**config.mk**
```make
export PLATFORM = sky130hd
export DESIGN_NAME = nib_alu
export DESIGN_NICKNAME = d
export VERILOG_FILES = /design/src/rtl/nib_alu_pkg.sv /design/src/rtl/nib_op_decode.sv /design/src/rtl/nib_addsub.sv /design/src/rtl/nib_mult.sv /design/src/rtl/nib_logic.sv /design/src/rtl/nib_alu.sv
export SDC_FILE = /design/constraint.sdc
export NUM_CORES = 1
export LEC_CHECK = 0
export BUFFER_PORTS_ARGS = -buffer_cell sky130_fd_sc_hd__buf_4
export CELL_PAD_IN_SITES_DETAIL_PLACEMENT = 0
export CELL_PAD_IN_SITES_GLOBAL_PLACEMENT = 1
export CORE_UTILIZATION = 46
export DETAILED_ROUTE_END_ITERATION = 8
export GPL_ROUTABILITY_DRIVEN = 0
export GPL_TIMING_DRIVEN = 1
export PLACE_DENSITY = 0.95
export SLEW_MARGIN = 30
export SYNTH_ARGS = -nofsm -noshare
export SYNTH_HDL_FRONTEND = slang
export SYNTH_HIERARCHICAL = 1
export SYNTH_SLANG_ARGS = --single-unit
```
**constraint.sdc**
```tcl
create_clock -name vclk -period 6.92
set_clock_uncertainty 0.2 [all_clocks]
set_input_delay 0.346 -clock vclk [all_inputs]
set_output_delay 0.346 -clock vclk [all_outputs]
set_load 0.02 [all_outputs]
```
**src/rtl/nib_alu_pkg.sv**
```systemverilog
package nib_alu_pkg;

    localparam int OPND_W = 4;
    localparam int RES_W  = 2 * OPND_W;
    localparam int CODE_W = 3;

    typedef enum logic [CODE_W-1:0] {
        OP_ADD  = 3'b000,
        OP_SUB  = 3'b001,
        OP_MUL  = 3'b010,
        OP_NA3  = 3'b011,
        OP_AND  = 3'b100,
        OP_OR   = 3'b101,
        OP_XOR  = 3'b110,
        OP_NA7  = 3'b111
    } op_e;

    typedef struct packed {
        logic add;
        logic sub;
        logic mul;
        logic band;
        logic bor;
        logic bxor;
    } sel_t;

    function automatic sel_t decode_op(logic [CODE_W-1:0] code);
        sel_t s;
        s = '0;
        case (code)
            OP_ADD:  s.add  = 1'b1;
            OP_SUB:  s.sub  = 1'b1;
            OP_MUL:  s.mul  = 1'b1;
            OP_AND:  s.band = 1'b1;
            OP_OR:   s.bor  = 1'b1;
            OP_XOR:  s.bxor = 1'b1;
            default: s = '0;
        endcase
        return s;
    endfunction

endpackage

```
**src/rtl/nib_op_decode.sv**
```systemverilog
module nib_op_decode
    import nib_alu_pkg::*;
(
    input  logic [CODE_W-1:0] code,
    output sel_t              sel
);
    always_comb sel = decode_op(code);
endmodule

```
**src/rtl/nib_addsub.sv**
```systemverilog
module nib_addsub #(
    parameter int W = 4
) (
    input  logic [W-1:0] a,
    input  logic [W-1:0] b,
    input  logic         aux,
    input  logic         do_sub,
    output logic [W-1:0] sum,
    output logic         cb,
    output logic         ovf
);
    logic [W-1:0] b_eff;
    logic [W:0]   chain;

    assign b_eff    = do_sub ? ~b : b;
    assign chain[0] = do_sub ? ~aux : aux;

    for (genvar i = 0; i < W; i++) begin : g_ripple
        assign sum[i]     = a[i] ^ b_eff[i] ^ chain[i];
        assign chain[i+1] = (a[i] & b_eff[i]) | (chain[i] & (a[i] ^ b_eff[i]));
    end

    assign cb  = do_sub ? ~chain[W] : chain[W];
    assign ovf = ~do_sub & (a[W-1] == b[W-1]) & (sum[W-1] != a[W-1]);
endmodule

```
**src/rtl/nib_mult.sv**
```systemverilog
module nib_mult #(
    parameter int W = 4
) (
    input  logic [W-1:0]   a,
    input  logic [W-1:0]   b,
    output logic [2*W-1:0] prod
);
    localparam int PW = 2 * W;

    logic [PW-1:0] acc [0:W];
    logic [PW-1:0] a_ext;

    assign a_ext  = {{(PW-W){1'b0}}, a};
    assign acc[0] = '0;

    for (genvar i = 0; i < W; i++) begin : g_rows
        logic [PW-1:0] part;
        assign part     = b[i] ? (a_ext << i) : '0;
        assign acc[i+1] = acc[i] + part;
    end

    assign prod = acc[W];
endmodule

```
**src/rtl/nib_logic.sv**
```systemverilog
module nib_logic
    import nib_alu_pkg::*;
#(
    parameter int W = 4
) (
    input  logic [W-1:0] a,
    input  logic [W-1:0] b,
    input  sel_t         sel,
    output logic [W-1:0] y
);
    always_comb begin
        y = '0;
        if (sel.band) y = a & b;
        if (sel.bor)  y = a | b;
        if (sel.bxor) y = a ^ b;
    end
endmodule

```
**src/rtl/nib_alu.sv**
```systemverilog
module nib_alu
    import nib_alu_pkg::*;
(
    input  logic [OPND_W-1:0] opnd_a,
    input  logic [OPND_W-1:0] opnd_b,
    input  logic [CODE_W-1:0] op_code,
    input  logic              aux_cb,
    output logic [RES_W-1:0]  result,
    output logic              cb_out,
    output logic              ovf
);
    localparam int PAD = RES_W - OPND_W;

    sel_t              sel_oh;
    logic [OPND_W-1:0] as_sum;
    logic              as_cb;
    logic              as_ovf;
    logic [RES_W-1:0]  mul_prod;
    logic [OPND_W-1:0] lg_y;
    logic              arith;

    nib_op_decode u_dec (
        .code (op_code),
        .sel  (sel_oh)
    );

    nib_addsub #(.W(OPND_W)) u_as (
        .a      (opnd_a),
        .b      (opnd_b),
        .aux    (aux_cb),
        .do_sub (sel_oh.sub),
        .sum    (as_sum),
        .cb     (as_cb),
        .ovf    (as_ovf)
    );

    nib_mult #(.W(OPND_W)) u_mul (
        .a    (opnd_a),
        .b    (opnd_b),
        .prod (mul_prod)
    );

    nib_logic #(.W(OPND_W)) u_lg (
        .a   (opnd_a),
        .b   (opnd_b),
        .sel (sel_oh),
        .y   (lg_y)
    );

    assign arith = sel_oh.add | sel_oh.sub;

    always_comb begin
        result = ({RES_W{arith}}      & {{PAD{1'b0}}, as_sum})
               | ({RES_W{sel_oh.mul}} & mul_prod)
               | {{PAD{1'b0}}, lg_y};
        cb_out = arith & as_cb;
        ovf    = sel_oh.add & as_ovf;
    end
endmodule

```
==> results.yml <==
cells_and_area:
  num-clock-buffers: 0
  drive_above_1_share: 0.207
  antenna_cells: 0
  seqCellArea_um2: 0
  nets: 176
  finalNonFillerCells: 160
  design.seq.count: 0
  fin_area_um2: 1140
  area_growth_pct: 21.2
global_routing:
  grt_pass1_wl_um: 3610
  overflow: 0
  grt_max_degree: 10
  antenna_found_initial: 0
  gr-usage-all-layers: 0.225
  grt_pass1_vias: 825
synth:
  ys_seq_area_frac: 0
  ys_types: 23
  synth_area_per_cell_um2: 8.32
  syn_inst: 113
  ys_warn_count: 6
  syn_nets: 152
  synth_area_um2: 940
timing:
  finalHoldViolations: 0
  period_share: 0.564
  fmax_mhz: 256
  setup_ws_ns: 3.02
  worstMarginPinSlew_ns: 0.919
  drv_slew: 0
  setup_tns_ns: 0
  fin_crit_ns: 3.90
  whs_ns: 0.924
  slew_headroom: 0.386
  rsz0062_at_grt: "false"
  setup_viol: 0
worst_setup_path:
  critical_path_class: "in -> out"
  cp.required_ns: 6.37
  cp.arrival_ns: 3.36
  path_max_fanout: 8
  end_kind: "primary output"
  setup.worst_path.start: "op_code[1]"
  cp-endpoint: "ovf"
  start_kind: "primary input"
run_status:
  status: "completed"
power_and_ir_drop:
  seq_power_share: 0
  p_sw_uw: 45.2
  pwr-share-clk: 0
  p_leak_uw: 0.000623
  power_density_nw_per_um2: 74.8
  ir_worst_vdd_mv: 0.0387
  swShare: 0.531
  p_int_uw: 40.0
  combinationalPowerShare: 1.000
die:
  io_pins: 22
  dieArea_um2: 2230
  dieWidth_um: 47.2
  start_util: 0.516
  die_h_um: 47.2
  core_um2: 1820
  rows: 15
drt:
  vias: 818
  drt_iter0_drc: 16
  ant_nets: 0
  wl_per_cell_um: 12.9
  drtPass1Iterations: 4
  routed_wl_um: 2060
  drc_errors: 0
  vias_per_cell: 5.11
worst_hold_path:
  hold_class: "in -> out"
  whs_path_depth: 4
placement:
  dp_cells: 160
  port_buffers: 22
  dpl.hpwl_um: 1700
  postPlaceCellArea_um2: 1140
  pre_cts_slack_ns: 3.04
clock_network:
  cts_hold_buf: 0
  post-cts-setup-buffer-count: 0
  cts_resized: 0
run:
  max_cap_violations: 0
-- layout make-up --
type               count  area [um^2]
well taps             25         31.3
repair buffers        23          173
multi-input cells     92          860
fillers              183          682
inverters             20         75.1
-- per-layer routing --
metal | up-vias | global-route usage | wire length, um
met2 | 21 | 0.386 | 953
met1 | 378 | 0.314 | 1020
li1 | 415 | - | -
met4 | 0 | 0.0514 | 34
met5 | - | 0 | 0
met3 | 4 | 0.00385 | 51
-- power groups by stage --
stage	registers (uW)	logic (uW)	clock network, uW
3_3_place_gp	0	81.3	0
3_5_place_dp	0	85.2	0
5_1_grt	0	96.6	0
6_report	0	85.2	0
4_1_cts	0	86.0	0
2_1_floorplan	0	55.3	0
-- through the flow --
step                utilization  total power [uW]
detailed placement        0.625              85.2
floorplan                     -              55.3
global placement          0.625              81.3
CTS                       0.625              86.0
finish                    0.625              85.2
global route              0.625              96.6
-- kinds of logic after synthesis --
group,count (synthesis),share of synthesized area
xor gates and xnor gates,9,0.0839
AOI/OAI and AO/OA,13,0.105
and+or+nand+nor,43,0.294
adders and majority gates,27,0.431
buffers and inverters,21,0.0852
-- layout by cell type (no fill, tap or decap), drive strengths merged --
master	netlist	layout
a21oi	3	3
buf	1	23
nor3	1	1
xnor2	6	6
ha	18	18
and3b	2	2
and2	18	18
nand3	1	1
a31oi	4	4
fa	9	9
nor3b	3	3
a221o	4	4
or3	1	1
nor2b	4	4
nand3b	4	4
nand2	4	4
xor2	3	3
or2	1	1
inv	20	20
nand2b	4	4
a21o	2	2
-- how the worst min path moves through the flow --
stage / from / endpoint
CTS: op_code[2] / ovf
global route: op_code[2] / ovf
detailed placement: op_code[2] / ovf
floorplan: op_code[2] / ovf
global placement: op_code[2] / ovf
finish: op_code[2] / ovf
-- synthesized netlist by cell type --
library cell  number  area share
inv_1             20       0.080
ha_1              18        0.24
and2_1            17        0.11
fa_1               9        0.19
xnor2_1            6       0.056
a221o_1            4       0.043
a31oi_1            4       0.027
nand2_1            4       0.016
nand2b_1           4       0.027
nand3b_1           4       0.032
nor2b_1            4       0.027
nor3b_1            3       0.024
xor2_1             3       0.028
a21o_1             2       0.016
a21oi_1            2       0.011
and3b_2            2       0.021
a21oi_2            1      0.0093
and2_2             1      0.0080
buf_2              1      0.0053
nand3_1            1      0.0053
nor3_1             1      0.0053
or2_4              1      0.0093
or3_1              1      0.0067
-- critical path: stages --
cell	delay (ns)
buf_4	0.13
nor3b_1	0.19
buf_4	0.21
xor2_1	0.20
fa_1	0.19
inv_1	0.05
fa_1	0.38
fa_1	0.40
fa_1	0.49
or3_1	0.36
a21oi_1	0.14
and2_1	0.13
buf_4	0.13
Note: power is estimated with default switching activity, not from simulation.
